`src/rtl/rmap_pkg.sv`:
```
package rmap_pkg;
  typedef enum logic [1:0] {
    RC_INT  = 2'd0,
    RC_FP   = 2'd1,
    RC_MISC = 2'd2
  } reg_class_e;
endpackage

```
`src/rtl/rmap_classify.sv`:
```
module rmap_classify
  import rmap_pkg::*;
#(
  parameter int N_LINT   = 32,
  parameter int N_LFP    = 32,
  parameter int AW       = 7,
  parameter int INT_ZERO = 31,
  parameter int FP_ZERO  = 63
) (
  input  logic [AW-1:0] arch_i,
  output reg_class_e    cls_o,
  output logic          zero_o
);
  always_comb begin
    if (32'(arch_i) < N_LINT)              cls_o = RC_INT;
    else if (32'(arch_i) < N_LINT + N_LFP) cls_o = RC_FP;
    else                                   cls_o = RC_MISC;
    zero_o = (cls_o != RC_MISC) &&
             ((32'(arch_i) == INT_ZERO) || (32'(arch_i) == FP_ZERO));
  end
endmodule

```
`src/rtl/rmap_table.sv`:
```
module rmap_table #(
  parameter int N_LREG = 64,
  parameter int N_LINT = 32,
  parameter int N_PINT = 64,
  parameter int AW     = 7,
  parameter int PW     = 8
) (
  input  logic          clk_i,
  input  logic          rst_ni,
  input  logic [AW-1:0] rd0_idx_i,
  output logic [PW-1:0] rd0_o,
  input  logic [AW-1:0] rd1_idx_i,
  output logic [PW-1:0] rd1_o,
  input  logic          wa_valid_i,   // rename write, higher priority
  input  logic [AW-1:0] wa_idx_i,
  input  logic [PW-1:0] wa_data_i,
  input  logic          wb_valid_i,   // set-entry write
  input  logic [AW-1:0] wb_idx_i,
  input  logic [PW-1:0] wb_data_i
);
  localparam int IW = (N_LREG > 1) ? $clog2(N_LREG) : 1;

  logic [PW-1:0] map_w [N_LREG];

  for (genvar i = 0; i < N_LREG; i++) begin : g_ent
    localparam logic [PW-1:0] RST_VAL =
      (i < N_LINT) ? PW'(i) : PW'(N_PINT + i - N_LINT);
    logic [PW-1:0] ent_q;
    always_ff @(posedge clk_i or negedge rst_ni) begin
      if (!rst_ni)                                 ent_q <= RST_VAL;
      else if (wa_valid_i && wa_idx_i == AW'(i))   ent_q <= wa_data_i;
      else if (wb_valid_i && wb_idx_i == AW'(i))   ent_q <= wb_data_i;
    end
    assign map_w[i] = ent_q;
  end

  assign rd0_o = (32'(rd0_idx_i) < N_LREG) ? map_w[rd0_idx_i[IW-1:0]] : '0;
  assign rd1_o = (32'(rd1_idx_i) < N_LREG) ? map_w[rd1_idx_i[IW-1:0]] : '0;
endmodule

```
`src/rtl/rmap_scoreboard.sv`:
```
module rmap_scoreboard #(
  parameter int N_PTOT  = 132,
  parameter int N_LINT  = 32,
  parameter int N_PINT  = 64,
  parameter int N_LFP   = 32,
  parameter int N_PPHYS = 128,
  parameter int PW      = 8
) (
  input  logic          clk_i,
  input  logic          rst_ni,
  input  logic          clr_valid_i,
  input  logic [PW-1:0] clr_idx_i,
  input  logic          set_valid_i,
  input  logic [PW-1:0] set_idx_i,
  input  logic [PW-1:0] qry_idx_i,
  output logic          qry_o
);
  logic [N_PTOT-1:0] rdy_q;

  for (genvar i = 0; i < N_PTOT; i++) begin : g_bit
    localparam logic RST_VAL = (i < N_LINT) ||
                               ((i >= N_PINT) && (i < N_PINT + N_LFP)) ||
                               (i >= N_PPHYS);
    always_ff @(posedge clk_i or negedge rst_ni) begin
      if (!rst_ni)                                    rdy_q[i] <= RST_VAL;
      else if (set_valid_i && set_idx_i == PW'(i))    rdy_q[i] <= 1'b1;  // writeback wins
      else if (clr_valid_i && clr_idx_i == PW'(i))    rdy_q[i] <= 1'b0;
    end
  end

  assign qry_o = (32'(qry_idx_i) < N_PTOT) ? rdy_q[qry_idx_i] : 1'b0;
endmodule

```
`src/rtl/reg_rename_map.sv`:
```
module reg_rename_map
  import rmap_pkg::*;
#(
  parameter int N_LINT   = 32,
  parameter int N_LFP    = 32,
  parameter int N_MISC   = 4,
  parameter int N_PINT   = 64,
  parameter int N_PFP    = 64,
  parameter int INT_ZERO = 31,
  parameter int FP_ZERO  = 63,
  localparam int N_LREG  = N_LINT + N_LFP,
  localparam int N_PPHYS = N_PINT + N_PFP,
  localparam int N_PTOT  = N_PPHYS + N_MISC,
  localparam int AW      = $clog2(N_LREG + N_MISC),
  localparam int PW      = $clog2(N_PTOT),
  localparam int CW      = $clog2(((N_PINT > N_PFP) ? N_PINT : N_PFP) + 1)
) (
  input  logic          clk_i,
  input  logic          rst_ni,
  input  logic          ren_valid_i,
  input  logic [AW-1:0] ren_arch_i,
  output logic          ren_ready_o,
  output logic [PW-1:0] ren_new_o,
  output logic [PW-1:0] ren_prev_o,
  input  logic [CW-1:0] int_free_cnt_i,
  input  logic [PW-1:0] int_free_reg_i,
  output logic          int_pop_o,
  input  logic [CW-1:0] fp_free_cnt_i,
  input  logic [PW-1:0] fp_free_reg_i,
  output logic          fp_pop_o,
  input  logic [AW-1:0] lkp_arch_i,
  output logic [PW-1:0] lkp_phys_o,
  input  logic [PW-1:0] qry_phys_i,
  output logic          qry_ready_o,
  input  logic          wb_valid_i,
  input  logic [PW-1:0] wb_phys_i,
  input  logic          set_valid_i,
  input  logic [AW-1:0] set_arch_i,
  input  logic [PW-1:0] set_phys_i,
  output logic [CW-1:0] free_entries_o
);
  reg_class_e    ren_cls, set_cls;
  logic          ren_zero, set_zero;
  logic [PW-1:0] cur_map, tbl_lkp;
  logic [PW-1:0] ren_misc_phys, lkp_misc_phys;
  logic          fire, alloc;

  rmap_classify #(.N_LINT(N_LINT), .N_LFP(N_LFP), .AW(AW),
                  .INT_ZERO(INT_ZERO), .FP_ZERO(FP_ZERO)) u_cls_ren (
    .arch_i(ren_arch_i), .cls_o(ren_cls), .zero_o(ren_zero));

  rmap_classify #(.N_LINT(N_LINT), .N_LFP(N_LFP), .AW(AW),
                  .INT_ZERO(INT_ZERO), .FP_ZERO(FP_ZERO)) u_cls_set (
    .arch_i(set_arch_i), .cls_o(set_cls), .zero_o(set_zero));

  assign ren_misc_phys = PW'(N_PPHYS) + PW'(ren_arch_i - AW'(N_LREG));
  assign lkp_misc_phys = PW'(N_PPHYS) + PW'(lkp_arch_i - AW'(N_LREG));

  always_comb begin
    ren_ready_o = 1'b1;
    ren_new_o   = cur_map;
    ren_prev_o  = cur_map;
    alloc       = 1'b0;
    unique case (ren_cls)
      RC_INT: if (!ren_zero) begin
        ren_ready_o = (int_free_cnt_i != '0);
        ren_new_o   = int_free_reg_i;
        alloc       = 1'b1;
      end
      RC_FP: if (!ren_zero) begin
        ren_ready_o = (fp_free_cnt_i != '0);
        ren_new_o   = fp_free_reg_i;
        alloc       = 1'b1;
      end
      default: begin
        ren_new_o  = ren_misc_phys;
        ren_prev_o = ren_misc_phys;
      end
    endcase
  end

  assign fire      = ren_valid_i && ren_ready_o;
  assign int_pop_o = fire && alloc && (ren_cls == RC_INT);
  assign fp_pop_o  = fire && alloc && (ren_cls == RC_FP);

  rmap_table #(.N_LREG(N_LREG), .N_LINT(N_LINT), .N_PINT(N_PINT),
               .AW(AW), .PW(PW)) u_table (
    .clk_i, .rst_ni,
    .rd0_idx_i (ren_arch_i),
    .rd0_o     (cur_map),
    .rd1_idx_i (lkp_arch_i),
    .rd1_o     (tbl_lkp),
    .wa_valid_i(fire && alloc),
    .wa_idx_i  (ren_arch_i),
    .wa_data_i (ren_new_o),
    .wb_valid_i(set_valid_i && (set_cls != RC_MISC) && !set_zero),
    .wb_idx_i  (set_arch_i),
    .wb_data_i (set_phys_i));

  rmap_scoreboard #(.N_PTOT(N_PTOT), .N_LINT(N_LINT), .N_PINT(N_PINT),
                    .N_LFP(N_LFP), .N_PPHYS(N_PPHYS), .PW(PW)) u_sb (
    .clk_i, .rst_ni,
    .clr_valid_i(fire && (alloc || ren_cls == RC_MISC)),
    .clr_idx_i  (ren_new_o),
    .set_valid_i(wb_valid_i),
    .set_idx_i  (wb_phys_i),
    .qry_idx_i  (qry_phys_i),
    .qry_o      (qry_ready_o));

  assign lkp_phys_o = (32'(lkp_arch_i) < N_LREG) ? tbl_lkp : lkp_misc_phys;
  assign free_entries_o = (int_free_cnt_i < fp_free_cnt_i) ? int_free_cnt_i
                                                           : fp_free_cnt_i;
endmodule

```
`config.mk`:
```
export PLATFORM = sky130hd
export DESIGN_NAME = reg_rename_map
export DESIGN_NICKNAME = d
export VERILOG_FILES = /design/src/rtl/rmap_pkg.sv /design/src/rtl/rmap_classify.sv /design/src/rtl/rmap_table.sv /design/src/rtl/rmap_scoreboard.sv /design/src/rtl/reg_rename_map.sv
export SDC_FILE = /design/constraint.sdc
export NUM_CORES = 2
export LEC_CHECK = 0
export BUFFER_PORTS_ARGS = -buffer_cell sky130_fd_sc_hd__buf_2
export CORE_ASPECT_RATIO = 1.25
export CORE_MARGIN = 2
export CORE_UTILIZATION = 30
export DETAILED_ROUTE_END_ITERATION = 7
export PLACE_DENSITY = 0.57
export SETUP_SLACK_MARGIN = 0.2
export SYNTH_ARGS = -nofsm -noshare
export SYNTH_HDL_FRONTEND = slang
export SYNTH_SLANG_ARGS = --single-unit
```
`constraint.sdc`:
```
create_clock -name clk_i -period 2.7 [get_ports clk_i]
set_input_delay 0.135 -clock clk_i [delete_from_list [all_inputs] [get_ports clk_i]]
set_output_delay 0.135 -clock clk_i [all_outputs]
set_load 0.02 [all_outputs]
```
==> impl_metrics.toml <==
[die]
fp.dieW_um = 335
dieArea_um2 = 140000
ios = 115
core_region_area_um2 = 136000
rows = 151
die_y_um = 418
start_util_pct = 30.3

[grt]
antenna_found_initial = 13
grt_pass1_wl_um = 248000
grt_pass1_vias = 34800
grt_max_degree = 109
overflow = 0
grt.total_usage_pct = 24.0

[synth]
async_reset_ff_share_pct = 100
netlist_area_um2 = 41100
yosysWarnings = 0
yosysTopAreaCell = "dfrtp_1"
synthTopCellsByArea = "dfrtp_1, dfstp_2, mux4_2"
syn_inst = 3962
synth-main-ff-cell = "dfrtp_1"
syn_nets = 4048
ys_seq_area_share_pct = 40.0
synth_edf_count = 0
yosysUniqueCellTypes = 67
synth.avg_cell_area_um2 = 10.4
yosysTopAreaCellShare_pct = 23.4
ys_ff_latch = 644

[power_and_ir_drop]
ir_worst_vdd_uv = 406
power.leakage_nw = 23.6
total_power_mw = 31.9
powerDensity_nw_per_um2 = 576

[placed_design]
hpwl_um = 116000
io_buffers = 114
gp_congestion = 1.00

[routing]
wl_per_cell_um = 28.2
ant_nets = 0
drt-vias-per-instance = 5.85
drcViolationCount = 0
vias = 36500
drt-initial-drc-count = 3743
wl_um = 176000
dr.pass1.iters = 8

[sta]
tightest_slew_ps = 1380
fin_crit_ps = 3340
setup_slack_ps = -644
slew_headroom_pct = 7.03
setup_violations = 231
timing.final.hold_violations = 0
max_freq_mhz = 299
hold_slack_ps = 43.5
drv_slew = 0
final.setup_skew_ps = 44.3
rsz0062_at_grt = "true"
fin_crit_sh_pct = 124

[clocking]
clk_path_buf_depth = 3
clkTransAtPathRegs_ps = 60
worst_skew_pair.late_latency_ps = 680
cts_inserted_buffers = 79
cts.sinks = 644
clock-root-buffer = "clkbuf_16"
htreeDepth = 3
cts_tree = "built"

[worst_setup_path]
slowest_delay_ps = 640
arrival_ps = 3210
crit_path_max_fanout = 3
crit_chain = "mux4_2 -> mux4_2 -> mux4_2 -> or2_4 -> buf_6"
crit_top_cell = "mux4_2"
required_ps = 2570
endpoint_kind = "output port"
start_kind = "register"
crit_slowest_cell = "mux4_2"
crit_type = "reg -> out"

[outcome]
outcome = "finished with violations"
violations = "negative setup slack"

[worst_hold_path]
hold_class = "in -> reg"

[layout]
area_growth_pct = 34.8
multi_input_area_um2 = 25400
seq_area_um2 = 16400
nFillCells = 12800
drive_above_1_share_pct = 40.4
layout.nets = 4492

[flow_run]
drv_cap = 0
-- power breakdown --
group | switching, mW | internal, mW | total, mW
clock network | 4.55 | 6.30 | 10.8
logic | 4.51 | 4.18 | 8.69
registers | 1.07 | 11.3 | 12.4
-- per-stage QoR --
stage	TNS, ps	cells	util [%]	worst slack [ps]	area, um^2
after global placement	-44970	5927	35.0	-488	47500
final	-45600	6238	40.8	-644	55500
after CTS	-28850	6194	39.2	-666	53200
after floorplan	0	3962	-	146	41300
after global routing	-58790	6230	40.8	-682	55400
after detailed placement	-61370	5927	35.0	-511	47500
-- cell usage after synthesis, drive strengths merged (14+ instances only) --
library cell	count
nor2	552
nand3	53
dfrtp	384
mux4	298
nor4	19
nor2b	28
a22oi	43
mux2	38
dfstp	260
inv	50
nand2	295
nand2b	18
buf	150
clkbuf	234
mux2i	592
a31oi	102
o211ai	39
o31ai	40
and3	18
a21oi	445
nor3b	14
o21ai	159
a211oi	15
nor3	28
-- flip-flops by register name, summed over array words and instances (netlist names) --
name / count
u_table.g_ent.ent_q: 512
u_sb.rdy_q: 132
-- layer usage --
metal | vias to the layer above | GRT usage [%] | routed length, um
li1 | 15500 | - | -
met1 | 18500 | 30.1 | 67400
met2 | 1973 | 38.1 | 81000
met3 | 492 | 5.54 | 15900
met4 | 14 | 12.9 | 11300
met5 | - | 0 | 97
-- worst max-delay path, delay by kind of cell, from the launching register on --
kind          cells  cell delay [ps]
buf+inv           1              130
simple gates      1              270
flops             1              400
mux               3             1750
-- cells by family after synthesis --
logic type               synth area share (%)
buffers and inverters                    4.52
flip-flops                               40.0
adder cells (fa/ha/maj)                 0.182
AND/OR/NAND/NOR                          11.4
AO/OA/AOI/OAI                            12.2
multiplexers                             31.8
-- area by class of cell --
| class | count | area share, % |
|---|---|---|
| multi-input cells | 2885 | 45.8 |
| flip-flops and latches | 644 | 29.6 |
| repair buffers | 746 | 15.5 |
| clock buffers | 127 | 4.27 |
| well taps | 1759 | 3.97 |
| inverters | 50 | 0.386 |
| clock inverters | 19 | 0.365 |
| diodes | 8 | 0.0361 |
-- final timing paths --
check                                                  startpoint                                      to  slack (ps)  depth (start not counted)
hold / removal                                       wb_phys_i[4]              u_sb.rdy_q[67]$_DFFE_PN1P_          40                          5
setup reg to reg           u_table.g_ent[55].ent_q[5]$_DFFE_PN0P_              u_sb.rdy_q[30]$_DFFE_PN1P_        -330                         14
hold reg to reg            u_table.g_ent[63].ent_q[0]$_DFFE_PN1P_  u_table.g_ent[63].ent_q[0]$_DFFE_PN1P_         380                          0
setup / recovery           u_table.g_ent[31].ent_q[7]$_DFFE_PN0P_                           lkp_phys_o[7]        -640                          5
max in group asynchronous                                  rst_ni   u_table.g_ent[4].ent_q[0]$_DFFE_PN0P_        1080                          4
min in group asynchronous                                  rst_ni  u_table.g_ent[58].ent_q[7]$_DFFE_PN0P_         550                          3
-- cells in the final DEF, fill, tap and decap left out, types with 32 or more instances in the layout --
cell         n
buf_6       74
o21ai_0    110
dfstp_2    260
a31oi_4     59
a21oi_1    392
nor2_4      71
mux2i_1    569
a21oi_2     50
buf_16      32
nand3_1     45
clkbuf_16   90
o211ai_1    39
dfrtp_1    384
nor2_1     459
buf_4      360
o31ai_1     33
a31oi_1     39
inv_1       43
buf_2       85
buf_12     146
nand2_1    268
mux4_2     298
-- timing repair --
item / in CTS / in global routing
hold endpoints to repair: 372 / 0
hold buffers: 15 / 0
pin swaps: 93 / 77
endpoints found under the setup margin: 287 / 449
gates resized for setup: 364 / 361
cloned: 35 / 8
setup buffers: 71 / 29
(Power assumes the default switching activity.)
